[src/rtl/swap_spi_pkg.sv]
package swap_spi_pkg;
   localparam int unsigned REG_ADDR_W = 2;
   localparam logic [REG_ADDR_W-1:0] ADDR_SWAP = 2'd0;
   localparam logic [REG_ADDR_W-1:0] ADDR_TXW  = 2'd1;
   localparam logic [REG_ADDR_W-1:0] ADDR_CTRL = 2'd2;
   localparam logic [REG_ADDR_W-1:0] ADDR_RXW  = 2'd3;

   typedef enum logic {
      ROLE_B_DRIVES = 1'b0,
      ROLE_A_DRIVES = 1'b1
   } pin_role_e;
endpackage

[src/rtl/swap_spi_regs.sv]
module swap_spi_regs #(
   parameter int unsigned DATA_W = 8,
   parameter int unsigned ADDR_W = 2
) (
   input  logic              clk,
   input  logic              rst_n,
   input  logic [ADDR_W-1:0] reg_addr,
   input  logic              reg_we,
   input  logic [DATA_W-1:0] reg_wdata,
   output logic [DATA_W-1:0] reg_rdata,
   input  logic              busy,
   input  logic [DATA_W-1:0] rx_word,
   output swap_spi_pkg::pin_role_e role,
   output logic [DATA_W-1:0] tx_word,
   output logic              start
);
   import swap_spi_pkg::*;

   localparam int unsigned LOW_W = REG_ADDR_W;

   logic [LOW_W-1:0] sel;
   logic             hit;

   assign sel = reg_addr[LOW_W-1:0];

   generate
      if (ADDR_W > LOW_W) begin : g_wide_addr
         assign hit = (reg_addr[ADDR_W-1:LOW_W] == '0);
      end else begin : g_exact_addr
         assign hit = 1'b1;
      end
   endgenerate

   assign start = reg_we && hit && (sel == ADDR_CTRL) && !busy;

   always_ff @(posedge clk or negedge rst_n) begin
      if (!rst_n) begin
         role    <= ROLE_B_DRIVES;
         tx_word <= '0;
      end else if (reg_we && hit) begin
         if (sel == ADDR_SWAP && !busy) begin
            role <= pin_role_e'(reg_wdata[0]);
         end
         if (sel == ADDR_TXW) begin
            tx_word <= reg_wdata;
         end
      end
   end

   always_comb begin
      reg_rdata = '0;
      if (hit) begin
         unique case (sel)
            ADDR_SWAP: reg_rdata[0] = (role == ROLE_A_DRIVES);
            ADDR_TXW:  reg_rdata    = tx_word;
            ADDR_CTRL: reg_rdata[0] = busy;
            ADDR_RXW:  reg_rdata    = rx_word;
            default:   reg_rdata    = '0;
         endcase
      end
   end
endmodule

[src/rtl/swap_spi_clkdiv.sv]
module swap_spi_clkdiv #(
   parameter int unsigned DIV_HALF = 4
) (
   input  logic clk,
   input  logic rst_n,
   input  logic run,
   output logic tick
);
   generate
      if (DIV_HALF == 1) begin : g_every_cycle
         assign tick = run;
      end else begin : g_counter
         localparam int unsigned CNT_W = $clog2(DIV_HALF);
         localparam logic [CNT_W-1:0] LAST = CNT_W'(DIV_HALF - 1);
         logic [CNT_W-1:0] cnt;

         assign tick = run && (cnt == LAST);

         always_ff @(posedge clk or negedge rst_n) begin
            if (!rst_n) begin
               cnt <= '0;
            end else if (!run || tick) begin
               cnt <= '0;
            end else begin
               cnt <= cnt + 1'b1;
            end
         end
      end
   endgenerate
endmodule

[src/rtl/swap_spi_shifter.sv]
module swap_spi_shifter #(
   parameter int unsigned DATA_W = 8
) (
   input  logic              clk,
   input  logic              rst_n,
   input  logic              start,
   input  logic [DATA_W-1:0] tx_word,
   input  logic              tick,
   input  logic              miso,
   output logic              mosi,
   output logic              sclk,
   output logic              busy,
   output logic [DATA_W-1:0] rx_word
);
   localparam int unsigned BIT_W = $clog2(DATA_W + 1);
   localparam logic [BIT_W-1:0] FULL = BIT_W'(DATA_W);

   logic [DATA_W-1:0] tx_sh;
   logic [DATA_W-1:0] rx_sh;
   logic [BIT_W-1:0]  nbits;

   assign mosi = tx_sh[DATA_W-1];

   always_ff @(posedge clk or negedge rst_n) begin
      if (!rst_n) begin
         tx_sh   <= '0;
         rx_sh   <= '0;
         nbits   <= '0;
         sclk    <= 1'b0;
         busy    <= 1'b0;
         rx_word <= '0;
      end else if (start) begin
         tx_sh <= tx_word;
         nbits <= '0;
         sclk  <= 1'b0;
         busy  <= 1'b1;
      end else if (busy && tick) begin
         if (!sclk) begin
            sclk  <= 1'b1;
            rx_sh <= {rx_sh[DATA_W-2:0], miso};
            nbits <= nbits + 1'b1;
         end else begin
            sclk <= 1'b0;
            if (nbits == FULL) begin
               busy    <= 1'b0;
               rx_word <= rx_sh;
            end else begin
               tx_sh <= {tx_sh[DATA_W-2:0], 1'b0};
            end
         end
      end
   end
endmodule

[src/rtl/swap_spi_pinmux.sv]
module swap_spi_pinmux (
   input  swap_spi_pkg::pin_role_e role,
   input  logic       mosi,
   output logic       miso,
   input  logic [1:0] pad_i,
   output logic [1:0] pad_o,
   output logic [1:0] pad_oe
);
   import swap_spi_pkg::*;

   logic a_drives;
   assign a_drives = (role == ROLE_A_DRIVES);

   generate
      for (genvar g = 0; g < 2; g++) begin : g_pad
         localparam bit IS_A = (g == 0);
         assign pad_oe[g] = (a_drives == IS_A);
         assign pad_o[g]  = pad_oe[g] & mosi;
      end
   endgenerate

   assign miso = a_drives ? pad_i[1] : pad_i[0];
endmodule

[src/rtl/swap_spi_master.sv]
module swap_spi_master #(
   parameter int unsigned DATA_W   = 8,
   parameter int unsigned DIV_HALF = 4,
   parameter int unsigned ADDR_W   = 2
) (
   input  logic              clk,
   input  logic              rst_n,
   input  logic [ADDR_W-1:0] reg_addr,
   input  logic              reg_we,
   input  logic [DATA_W-1:0] reg_wdata,
   output logic [DATA_W-1:0] reg_rdata,
   output logic              sclk,
   output logic              ss_n,
   input  logic              pin_a_i,
   output logic              pin_a_o,
   output logic              pin_a_oe,
   input  logic              pin_b_i,
   output logic              pin_b_o,
   output logic              pin_b_oe
);
   import swap_spi_pkg::*;

   generate
      if (DATA_W < 2) begin : g_bad_width
         $error("swap_spi_master: DATA_W must be at least 2");
      end
      if (DIV_HALF < 1) begin : g_bad_div
         $error("swap_spi_master: DIV_HALF must be at least 1");
      end
      if (ADDR_W < REG_ADDR_W) begin : g_bad_addr
         $error("swap_spi_master: ADDR_W too narrow for the register window");
      end
   endgenerate

   pin_role_e         role;
   logic [DATA_W-1:0] tx_word;
   logic [DATA_W-1:0] rx_word;
   logic              start;
   logic              busy;
   logic              tick;
   logic              mosi;
   logic              miso;
   logic [1:0]        pad_o;
   logic [1:0]        pad_oe;

   swap_spi_regs #(.DATA_W(DATA_W), .ADDR_W(ADDR_W)) u_regs (
      .clk       (clk),
      .rst_n     (rst_n),
      .reg_addr  (reg_addr),
      .reg_we    (reg_we),
      .reg_wdata (reg_wdata),
      .reg_rdata (reg_rdata),
      .busy      (busy),
      .rx_word   (rx_word),
      .role      (role),
      .tx_word   (tx_word),
      .start     (start)
   );

   swap_spi_clkdiv #(.DIV_HALF(DIV_HALF)) u_div (
      .clk   (clk),
      .rst_n (rst_n),
      .run   (busy),
      .tick  (tick)
   );

   swap_spi_shifter #(.DATA_W(DATA_W)) u_shift (
      .clk     (clk),
      .rst_n   (rst_n),
      .start   (start),
      .tx_word (tx_word),
      .tick    (tick),
      .miso    (miso),
      .mosi    (mosi),
      .sclk    (sclk),
      .busy    (busy),
      .rx_word (rx_word)
   );

   swap_spi_pinmux u_mux (
      .role   (role),
      .mosi   (mosi),
      .miso   (miso),
      .pad_i  ({pin_b_i, pin_a_i}),
      .pad_o  (pad_o),
      .pad_oe (pad_oe)
   );

   assign ss_n     = !busy;
   assign pin_a_o  = pad_o[0];
   assign pin_a_oe = pad_oe[0];
   assign pin_b_o  = pad_o[1];
   assign pin_b_oe = pad_oe[1];
endmodule

[config.mk]
export PLATFORM = sky130hd
export DESIGN_NAME = swap_spi_master
export DESIGN_NICKNAME = d
export VERILOG_FILES = /design/src/rtl/swap_spi_pkg.sv /design/src/rtl/swap_spi_regs.sv /design/src/rtl/swap_spi_clkdiv.sv /design/src/rtl/swap_spi_shifter.sv /design/src/rtl/swap_spi_pinmux.sv /design/src/rtl/swap_spi_master.sv
export SDC_FILE = /design/constraint.sdc
export NUM_CORES = 1
export LEC_CHECK = 0
export ABC_AREA = 1
export BUFFER_PORTS_ARGS = -buffer_cell sky130_fd_sc_hd__buf_4
export CORE_UTILIZATION = 50
export CTS_CLUSTER_DIAMETER = 150
export CTS_CLUSTER_SIZE = 10
export DETAILED_ROUTE_END_ITERATION = 16
export GPL_TIMING_DRIVEN = 0
export PLACE_DENSITY = 0.83
export SLEW_MARGIN = 20
export SYNTH_ARGS = -nofsm -noshare
export SYNTH_HDL_FRONTEND = slang
export SYNTH_SLANG_ARGS = --single-unit
[constraint.sdc]
create_clock -name clk -period 1.6 [get_ports clk]
set_input_delay 0.32 -clock clk [delete_from_list [all_inputs] [get_ports clk]]
set_output_delay 0.32 -clock clk [all_outputs]
set_load 0.02 [all_outputs]
Word level (Yosys, flattened, before mapping)
Cells that the tools add are included.
{"block": "totals", "register_bits": 41, "in_bits": 15, "out_inout_bits": 14, "wordCells": 59}
{"block": "classes", "add_sub_neg": 2, "eq_ne": 7, "muxes": 18, "bitwise": 5, "reduce_logical": 18}
{"operator": "two-way mux 8 bit", "count": 4}
{"operator": "one-hot mux 7 bit (2 select lines)", "count": 1}
{"operator": "two-way mux 4 bit", "count": 3}
{"operator": "AND reduction 3 bit", "count": 3}
{"operator": "two-way mux 1 bit", "count": 8}
{"operator": "== test 2 bit, second input constant", "count": 3}
{"operator": "AND reduction 2 bit", "count": 3}
{"operator": "nonzero test 2 bit", "count": 3}
{"operator": "logical AND 1 bit", "count": 5}
{"operator": "adder 4 x 1 -> 4 bit, second input constant", "count": 1}
{"operator": "== test 4 bit, second input constant", "count": 1}
{"operator": "inequality test 2 bit, second input constant", "count": 2}
{"operator": "one-hot mux 1 bit (4 select lines)", "count": 1}
{"operator": "AND reduction 4 bit", "count": 1}
{"operator": "inverter 1 bit", "count": 3}
{"operator": "adder 2 x 1 -> 2 bit, second input constant", "count": 1}
{"operator": "AND 1 bit", "count": 2}
{"operator": "== test 2 x 1 -> 1 bit, second input constant", "count": 1}
{"operator": "logical NOT 2 bit", "count": 1}
{"operator": "two-way mux 2 bit", "count": 1}
{"operator": "logical NOT 1 bit", "count": 1}
{"operator": "logical OR 1 bit", "count": 1}

Longest topological paths before layout
{"block": "depth", "word_depth": 5, "mapped_depth": 9, "mapped_depth_nobuf": 8}

Hierarchy
From an unflattened synthesis, not the netlist that was laid out.
{"block": "hier_totals", "cells_unflattened": 253, "hier_area_um2": 2003.2}
{"mod": "swap_spi_shifter", "n_inst": 1, "cells_each": 157, "area_per_inst_um2": 1361.3, "seq_area_each_um2": 750.7}
{"mod": "swap_spi_regs", "n_inst": 1, "cells_each": 76, "area_per_inst_um2": 511.7, "seq_area_each_um2": 225.2}
{"mod": "swap_spi_clkdiv", "n_inst": 1, "cells_each": 10, "area_per_inst_um2": 88.8, "seq_area_each_um2": 50.0}
{"mod": "swap_spi_pinmux", "n_inst": 1, "cells_each": 9, "area_per_inst_um2": 37.5, "seq_area_each_um2": 0.0}
{"mod": "swap_spi_master", "n_inst": 1, "cells_each": 1, "area_per_inst_um2": 3.8, "seq_area_each_um2": 0.0}

Worst setup path after synthesis
Ideal clock, no wire load.
{"block": "synth_timing", "path_kind": "input-to-output", "from": "in reg_addr[0]", "to": "out reg_rdata[1]", "arrival_ps": 1038, "required_time_ps": 1280, "path_slack_ps": 242, "path_stages": 6, "path_buffers": 2, "cell_sequence": "buf_2 > inv_2 > nor2_4 > buf_4 > nand2_1 > nand2_1"}
{"block": "synth_via", "elab_chain_len": 2, "word_cells_on_any_way": 3, "classes_between": "eq/ne: 2; mux: 1"}
{"element": "start: declaration", "line": "swap_spi_master.sv:8", "rtl": "input logic [ADDR_W-1:0] reg_addr,"}
{"element": "== test 2 bit / == test 2 x 1 -> 1 bit (equally long branches)", "line": "swap_spi_regs.sv:53", "rtl": "unique case (sel)"}
{"element": "one-hot mux 7 bit (2 select lines) (*)", "line": "swap_spi_regs.sv:53"}
{"element": "end: declaration", "line": "swap_spi_master.sv:11", "rtl": "output logic [DATA_W-1:0] reg_rdata,"}
Every way passes the cells marked *; elsewhere a longest branch is shown, timed or not.

Final worst setup path
{"block": "layout_timing", "from": "in reg_addr[1]", "to": "out reg_rdata[5]"}
Same word-level chain as after synthesis.

==> run metrics <==
Peak VDD IR 0.655 mV; initial core utilization 53.3%; final hold vios 0; Setup TNS 0 ns; most frequent cells in the layout nand2_1 (118), dfrtp_1 (41), buf_4 (33); Yosys cell types 24; synthesized area 1990 um2; chip width 65.2 um; sequential-to-total area share from yosys stat 51.4%; Pwr Density 944 nW/um2; share of Yosys cell area claimed by the top area cell type 51.4%; GR Overflow Total 0; FF-to-FF End u_shift.tx_sh[7]; Area growth syn-to-layout 22.3%; Inst Count DP 323; max-slew violations 0; CTS buffer count 5; vias in the first global route 1,555; worst hold slack 0.242 ns; Fmax 657 MHz; syn_nets 266; synth top area cells dfrtp_1 (51%), nand2_1 (22%), nand3_1 (6.8%), nand4_1 (2.8%), ha_1 (1.9%); RR Startpoint u_shift.nbits[0]; routed vias/inst 5.08; global-route wire length before repair 7040 um; clk slew on worst S/H paths 0.08 ns; area of the die 4250 um2; Tcrit/Tclk final 95.1%; Setup crit start kind primary input; TritonCTS clock tree done; Synth Warn # 0; P_leak 0.00135 uW; Worst Setup End Kind primary output; num rows 22; Crit-path slowest cell nor2_4; TritonRoute pass-1 iters 4; die height 65.2 um; post-route ant nets 0; Total GRT Usage 22.5%; critical path's most frequent cell buf_4; Placed Area 2260 um2; launch point of the worst path reg_addr[1]; DRT iter0 DRCs 182; H-tree levels 2; clk_skew 0.00620 ns; Tightest Pin Transition 0.506 ns; Finished Layout Cells 335; core area 3740 um2; Clock Tree Root clkbuf_8; Skew-Pair Late Insertion Delay 0.31 ns; r2r setup slk 0.21 ns; initial antenna violation count 0; Sink Count 41; GPL Wtd Cong 0.807; setup violators final 0; hold crit path type in -> reg; slowest stage delay, CP 0.18 ns; syn avg cell area 8.04 um2; max-cap violation count 0; #FFs+latches synth 41; IO Count 29; HPWL Detailed 2880 um; n_diodes 0; fin area 2440 um2; DRC 0; Reg2Reg Depth 9; Nets 304; commonest non-fill, non-tap cell in the layout nand2_1; Synth area leader dfrtp_1; crit path max fanout 10; layout cells sized above 1 21.3%; routed via count 1,702; WP data arrival 1.20 ns; pin count of the biggest net entering global routing 42; Layout fillers 327; Critical Path Sink reg_rdata[5]; Routed WL 4040 um; Pwr Total 2300 uW; status completed; WP data required 1.28 ns; Wirelength per Cell 12.1 um; Port Buf Inserts 27; max_slew headroom 66.3%; Bufs on Longest Clock Path 2; crit path time final 1.52 ns; critical path type in -> out; RSZ-0062 raised after global routing no; Mapped Cells 248; worst-path cell chain buf_4 -> buf_4 -> nor2_4 -> buf_6 -> nand2_1 -> nand2_1 -> buf_4
## logic make-up (layout without fill, tap and decap cells)
kind of cell	count (synthesis)	in the layout	synth area share (%)
simple gates	169	169	37.5
fa+ha+maj	3	3	1.88
flops	41	41	51.4
buf+inv	23	62	5.58
xor+xnor	2	2	0.878
compound gates	10	10	2.76
## state kept, by name (all words and copies together), names as in the netlist
| register | flops |
|---|---|
| u_regs.role | 1 |
| u_shift.nbits | 4 |
| u_shift.rx_word | 8 |
| u_shift.busy | 1 |
| u_shift.sclk | 1 |
| u_div.g_counter.cnt | 2 |
| u_regs.tx_word | 8 |
| u_shift.tx_sh | 8 |
| u_shift.rx_sh | 8 |
## Yosys cell counts (all sizes together)
cell	number
a31oi	1
o21ai	8
dfrtp	41
nor3b	1
xnor2	2
buf	9
a21oi	1
nand4	9
nand2	121
nand3	28
ha	3
nor3	1
nor2	9
inv	14
## power by group
| part | switching [uW] | internal, uW |
|---|---|---|
| clock | 378 | 620 |
| combinational | 106 | 78.0 |
| sequential | 41.9 | 1080 |
## how the worst min path moves through the flow
stage,from,end,depth (start not counted)
3_3_place_gp,rst_n,u_shift.tx_sh[4],1
3_5_place_dp,rst_n,u_shift.tx_sh[4],1
6_report,reg_wdata[3],u_regs.tx_word[3],3
5_1_grt,reg_wdata[1],u_regs.tx_word[1],3
4_1_cts,reg_wdata[3],u_regs.tx_word[3],3
2_1_floorplan,rst_n,u_div.g_counter.cnt[0],0
## area by class of cell
type	count	area, um2	share of cell area [%]
Sequential cell	41	1030	42.1
Buffer	8	63.8	2.62
Tap cell	48	60.1	2.46
Inverter	14	52.6	2.15
Multi-Input combinational cell	184	860	35.2
Timing Repair Buffer	32	243	9.95
Clock inverter	3	65.1	2.67
Clock buffer	5	68.8	2.82
## per-stage QoR
| step | worst slack (ns) | utilization (%) |
|---|---|---|
| 3_3_place_gp | -0.0411 | 60.3 |
| 2_1_floorplan | 0.242 | - |
| 6_report | 0.0788 | 65.1 |
| 5_1_grt | 0.0157 | 65.1 |
| 4_1_cts | 0.00489 | 64.0 |
| 3_5_place_dp | -0.0387 | 60.3 |
## per-layer routing
metal / vias up / wire (um) / share of wire [%] / global-route usage (%)
li1: 864 / - / - / -
met1: 809 / 1780 / 44 / 28.5
met2: 24 / 2040 / 50 / 35.9
met3: 5 / 157 / 3.9 / 7.29
met4: 0 / 65 / 1.6 / 8.15
met5: - / 0 / 0 / 0
## what timing repair did
item                                    4_1_cts  5_1_grt
pin swaps                                     1        1
resized for setup                             0        5
endpoints found under the setup margin        7       15
hold buffers                                  1        0
endpoints found under the hold margin        35        0
buffers inserted                              0        4
## worst max-delay path: cells and delay by family
family	cells	cell delay [ns]
simple gates	3	0.31
buf+inv	4	0.57
Note: power is estimated with default switching activity, not from simulation.
